<file path="config.mk">
export PLATFORM = sky130hd
export DESIGN_NAME = pll_clk_tree
export DESIGN_NICKNAME = d
export VERILOG_FILES = /design/src/rtl/pll_clk_tree.sv
export SDC_FILE = /design/constraint.sdc
export NUM_CORES = 1
export LEC_CHECK = 0
export ABC_AREA = 1
export BUFFER_PORTS_ARGS = -buffer_cell sky130_fd_sc_hd__buf_2
export CAP_MARGIN = 20
export CORE_ASPECT_RATIO = 2
export CORE_MARGIN = 2
export CORE_UTILIZATION = 28
export CTS_BUF_LIST = sky130_fd_sc_hd__clkbuf_4 sky130_fd_sc_hd__clkbuf_8 sky130_fd_sc_hd__clkbuf_16
export DETAILED_ROUTE_END_ITERATION = 10
export GPL_ROUTABILITY_DRIVEN = 0
export HOLD_SLACK_MARGIN = 0.12
export PLACE_DENSITY = 0.54
export SKIP_CTS_REPAIR_TIMING = 1
export SLEW_MARGIN = 10
export SYNTH_ARGS = -nofsm -noshare
export SYNTH_HDL_FRONTEND = slang
export SYNTH_SLANG_ARGS = --single-unit
</file>
<file path="constraint.sdc">
create_clock -name vco_clk -period 6.7 [get_ports vco_clk]
set_clock_uncertainty 0.05 [all_clocks]
set_input_delay 1.34 -clock vco_clk [delete_from_list [all_inputs] [get_ports vco_clk]]
set_output_delay 1.34 -clock vco_clk [all_outputs]
set_load 0.1 [all_outputs]
</file>
<file path="src/rtl/pll_clk_tree.sv">
module pll_clk_tree #(
  parameter int BDIV_W = 4,
  parameter int PDIV_W = 8
) (
  input  logic       vco_clk,
  input  logic       rst,
  input  logic       cfg_we,
  input  logic [1:0] cfg_addr,
  input  logic [7:0] cfg_wdata,
  input  logic [1:0] cfg_raddr,
  output logic [7:0] cfg_rdata,
  output logic       byte_clk,
  output logic       pix_clk
);
  localparam logic [1:0] A_BDIV = 2'd0;
  localparam logic [1:0] A_PDIV = 2'd1;
  localparam logic [1:0] A_SEL  = 2'd2;
  localparam logic [BDIV_W-1:0] B_ONE = 1;
  localparam logic [PDIV_W-1:0] P_ONE = 1;

  logic [BDIV_W-1:0] bdiv_n, bcnt;
  logic [PDIV_W-1:0] pdiv_n, pcnt, pcnt_nx, phigh;
  logic [1:0]        qcnt, qcnt_nx;
  logic              sel_reg, sel_eff, half_q, byte_q, pix_q;
  logic              bwrap, src_tick;

  always_ff @(posedge vco_clk)
    if (cfg_we)
      case (cfg_addr)
        A_BDIV:  bdiv_n  <= cfg_wdata[BDIV_W-1:0];
        A_PDIV:  pdiv_n  <= cfg_wdata[PDIV_W-1:0];
        A_SEL:   sel_reg <= cfg_wdata[1];
        default: ;
      endcase

  always_comb
    case (cfg_raddr)
      A_BDIV:  cfg_rdata = 8'(bdiv_n);
      A_PDIV:  cfg_rdata = 8'(pdiv_n);
      A_SEL:   cfg_rdata = {6'd0, sel_reg, 1'b0};
      default: cfg_rdata = 8'd0;
    endcase

  assign bwrap    = (bcnt >= bdiv_n);
  assign src_tick = sel_eff ? (bwrap && !half_q) : 1'b1;
  assign qcnt_nx  = qcnt + {1'b0, src_tick};
  assign pcnt_nx  = (pcnt >= pdiv_n) ? '0 : pcnt + P_ONE;
  assign phigh    = (pdiv_n >> 1) + P_ONE;

  always_ff @(posedge vco_clk) begin
    if (rst) begin
      bcnt    <= '0;
      half_q  <= 1'b0;
      qcnt    <= '0;
      byte_q  <= 1'b0;
      pcnt    <= '0;
      pix_q   <= 1'b0;
      sel_eff <= sel_reg;
    end else begin
      bcnt   <= bwrap ? '0 : bcnt + B_ONE;
      half_q <= half_q ^ bwrap;
      qcnt   <= qcnt_nx;
      byte_q <= (qcnt_nx == 2'd1) || (qcnt_nx == 2'd2);
      pcnt   <= pcnt_nx;
      pix_q  <= (pcnt_nx != '0) && (pcnt_nx <= phigh);
      if (!half_q) sel_eff <= sel_reg;
    end
  end

  assign byte_clk = byte_q;
  assign pix_clk  = (pdiv_n == '0) ? vco_clk : pix_q;
endmodule


</file>
# Yosys cells after proc, flatten, opt, wreduce, memory -nomap -nowiden
# Index checks and enable logic that the tools add are counted.
classes:
  order_cmp: 3
  n_mux: 6
  n_bitwise: 1
  addsub: 4
  n_reduce_logical: 12
  n_eq_ne: 7
op_table:
  columns: ["operator", "count"]
  rows:
  - ["$pmux W8 S3", 1]
  - ["$add A7 B1 Y8 const B", 1]
  - ["$add A8 B1 Y8 const B", 1]
  - ["$ge A8 B8 Y1", 1]
  - ["$le A8 B8 Y1", 1]
  - ["$logic_not A8 Y1", 1]
  - ["$mux W8", 1]
  - ["$reduce_bool A8 Y1", 1]
  - ["$eq A2 B1 Y1 const B", 3]
  - ["$eq A2 B2 Y1 const B", 3]
  - ["$reduce_and A2 Y1", 3]
  - ["$add A4 B1 Y4 const B", 1]
  - ["$ge A4 B4 Y1", 1]
  - ["$logic_not A2 Y1", 2]
  - ["$mux W1", 4]
  - ["$add A2 B1 Y2", 1]
  - ["$logic_and A1 B1 Y1", 2]
  - ["$ne A2 B2 Y1 const B", 1]
  - ["$reduce_or A2 Y1", 1]
  - ["$logic_not A1 Y1", 1]
  - ["$logic_or A1 B1 Y1", 1]
  - ["$xor A1 B1 Y1", 1]
word_totals:
  register_bits: 31
  in_bits: 15
  wordCells: 43

# Depth between registers and ports, before layout
depth:
  ltp_word: 6
  ltp_mapped: 22
  depth_no_buf: 22

==> flow_metrics.tcl <==
set metrics [dict create \
    status "completed" \
    p_leak_nw 1.25 \
    clk_pin_slew_worst_paths_ns 0.05 \
    grt_pass1_wl_mm 6.98 \
    nNetsFinal 309 \
    wl_met3_um 219 \
    hold_class "reg -> reg" \
    hold_ws_ns 0.413 \
    wire_per_inst_um 10.8 \
    min_from "bcnt[0]$_SDFF_PP0_" \
    r2r-start "pdiv_n[3]$_DFFE_PP_" \
    setup_viol 0 \
    dp_hpwl_mm 3.21 \
    antenna_found_initial 0 \
    yosys.area.top_type "edfxtp_1" \
    route.detailed.drc 0 \
    wl_mm 3.87 \
    final_common_cell "nand2_1" \
    routed.top_layer "met4" \
    syn_inst 236 \
    die_area_mm2 0.00767 \
    dominantRegCellSynth "dfxtp_1" \
    path_max_fanout 2 \
    maxCapViolCount 0 \
    register_area_um2 761 \
    p_per_area_mw_per_mm2 273 \
    hold_depth 1 \
    drive_above_1_share_pct 15.9 \
    cp.required_ns 5.31 \
    wl_met2_mm 1.86 \
    viasPerCell 4.46 \
    ant_nets 0 \
    start_kind "clock port" \
    ys_async_sr_fraction_pct 0 \
    start_util_pct 28.5 \
    pin_count 25 \
    arrival_ns 4.16 \
    synth_cell_types 29 \
    worstRegToRegCells 19 \
    grt_max_degree 13 \
    slew_viol_final 0 \
    grt_usage_pct 11.8 \
    yosysWarningCount 0 \
    via_count 1607 \
    flow.area_growth_from_synthesis_pct 23.4 \
    synth_top_area_share_pct 21.6 \
    tightest_slew_ns 0.660 \
    num_antenna_cells 0 \
    dp.cells 349 \
    synth_nets 276 \
    path_class "clk -> out" \
    overflow 0 \
    cp-end-kind "primary output" \
    slew_headroom_pct 55.8 \
    layout_common_cells "44 x nand2_1, 43 x inv_1, 35 x nor2_1" \
    rsz0062_at_grt "false" \
    ys_ff_latch 31 \
    synth_top_cells_by_area "edfxtp_1 22%, dfxtp_1 17%, ha_1 16%" \
    largest_registers "pcnt: 8 flops, pdiv_n: 8 flops" \
    startpoint "vco_clk" \
    wl_met1_mm 1.69 \
    fin_tns_setup_ns 0 \
    fp.dieH_um 122 \
    hold_viol_final 0 \
    worstSkewPairLatency_ns 0.39 \
    io_buffers 24 \
    firstDrtPassIters 4 \
    final_area_mm2 0.00240 \
    fp.dieW_um 62.9 \
    fillers 725 \
    syn_area_per_cell_um2 8.24 \
    synth_enable_flop_cells 14 \
    stdcell_count 360 \
    multi_input_area_mm2 0.00102 \
    ir_drop_mv 0.157 \
    row_count 43 \
    core_area_mm2 0.00683 \
    yosysSeqAreaShare_pct 39.1 \
    synth_area_mm2 0.00195 \
    cts_tree "done" \
    dpl_cell_area_mm2 0.00217 \
    grt_pass1_vias 1639 \
    drt_iter0_markers 31 \
]
==> final cells by class <==
class,count,area share (%)
clock buffer,11,9.43
clock inverter,1,0.208
inverter,43,6.72
multi-input combinational,161,42.5
sequential,31,31.7
tap,90,4.69
timing repair buffer,23,4.79
==> logic make-up (layout without fill, tap and decap cells) <==
logic type,after synthesis,in the layout,share of synthesized area [%]
and+or+nand+nor,102,102,23.9
buffers and inverters,44,78,8.49
DFF,31,31,39.1
adders and majority gates,25,25,16.1
AOI/OAI and AO/OA,22,22,6.95
xor gates and xnor gates,11,11,4.95
muxes,1,1,0.579
==> report_power, final <==
group	internal (mW)	leakage (nW)	switching [mW]	total, mW
clock	0.228	0.122	0.0921	0.320
sequential	0.214	0.269	0.00892	0.223
combinational	0.0327	0.860	0.0791	0.112
total	0.475	1.25	0.180	0.655
==> synthesized netlist by cell type, drive strengths merged, types with 6 or more instances <==
| cell | count |
|---|---|
| nand2 | 45 |
| ha | 25 |
| dfxtp | 17 |
| a21oi | 7 |
| o21ai | 6 |
| xor2 | 7 |
| nand3 | 10 |
| edfxtp | 14 |
| nor2 | 38 |
| inv | 43 |
==> metal layers <==
layer | vias to the layer above | track usage, %
met5 | - | 0
met4 | 0 | 7.08
met3 | 11 | 3.42
met2 | 40 | 19.7
met1 | 726 | 13.0
li1 | 830 | -
==> worst paths after layout <==
kind                             end  slack [ns]
hold / removal    bcnt[0]$_SDFF_PP0_        0.41
hold reg to reg   bcnt[0]$_SDFF_PP0_        0.41
setup / recovery             pix_clk        1.15
setup reg to reg    pix_q$_SDFF_PP0_        4.00
==> stage by stage <==
stage | setup slack, ns | util, % | power (mW)
6_report | 1.15 | 35.1 | 0.655
5_1_grt | 1.14 | 35.1 | 0.688
4_1_cts | 1.15 | 35.1 | 0.665
3_5_place_dp | 1.44 | 31.8 | 0.347
3_3_place_gp | 1.44 | 31.8 | 0.343
2_1_floorplan | 1.49 | - | 0.321
==> worst max-delay path, cell delays in order <==
cell	delay [ns]
clkbuf_16	0.12
clkbuf_16	0.12
mux2_2	0.27
buf_2	0.29
Power figures use the tool's default switching activity.
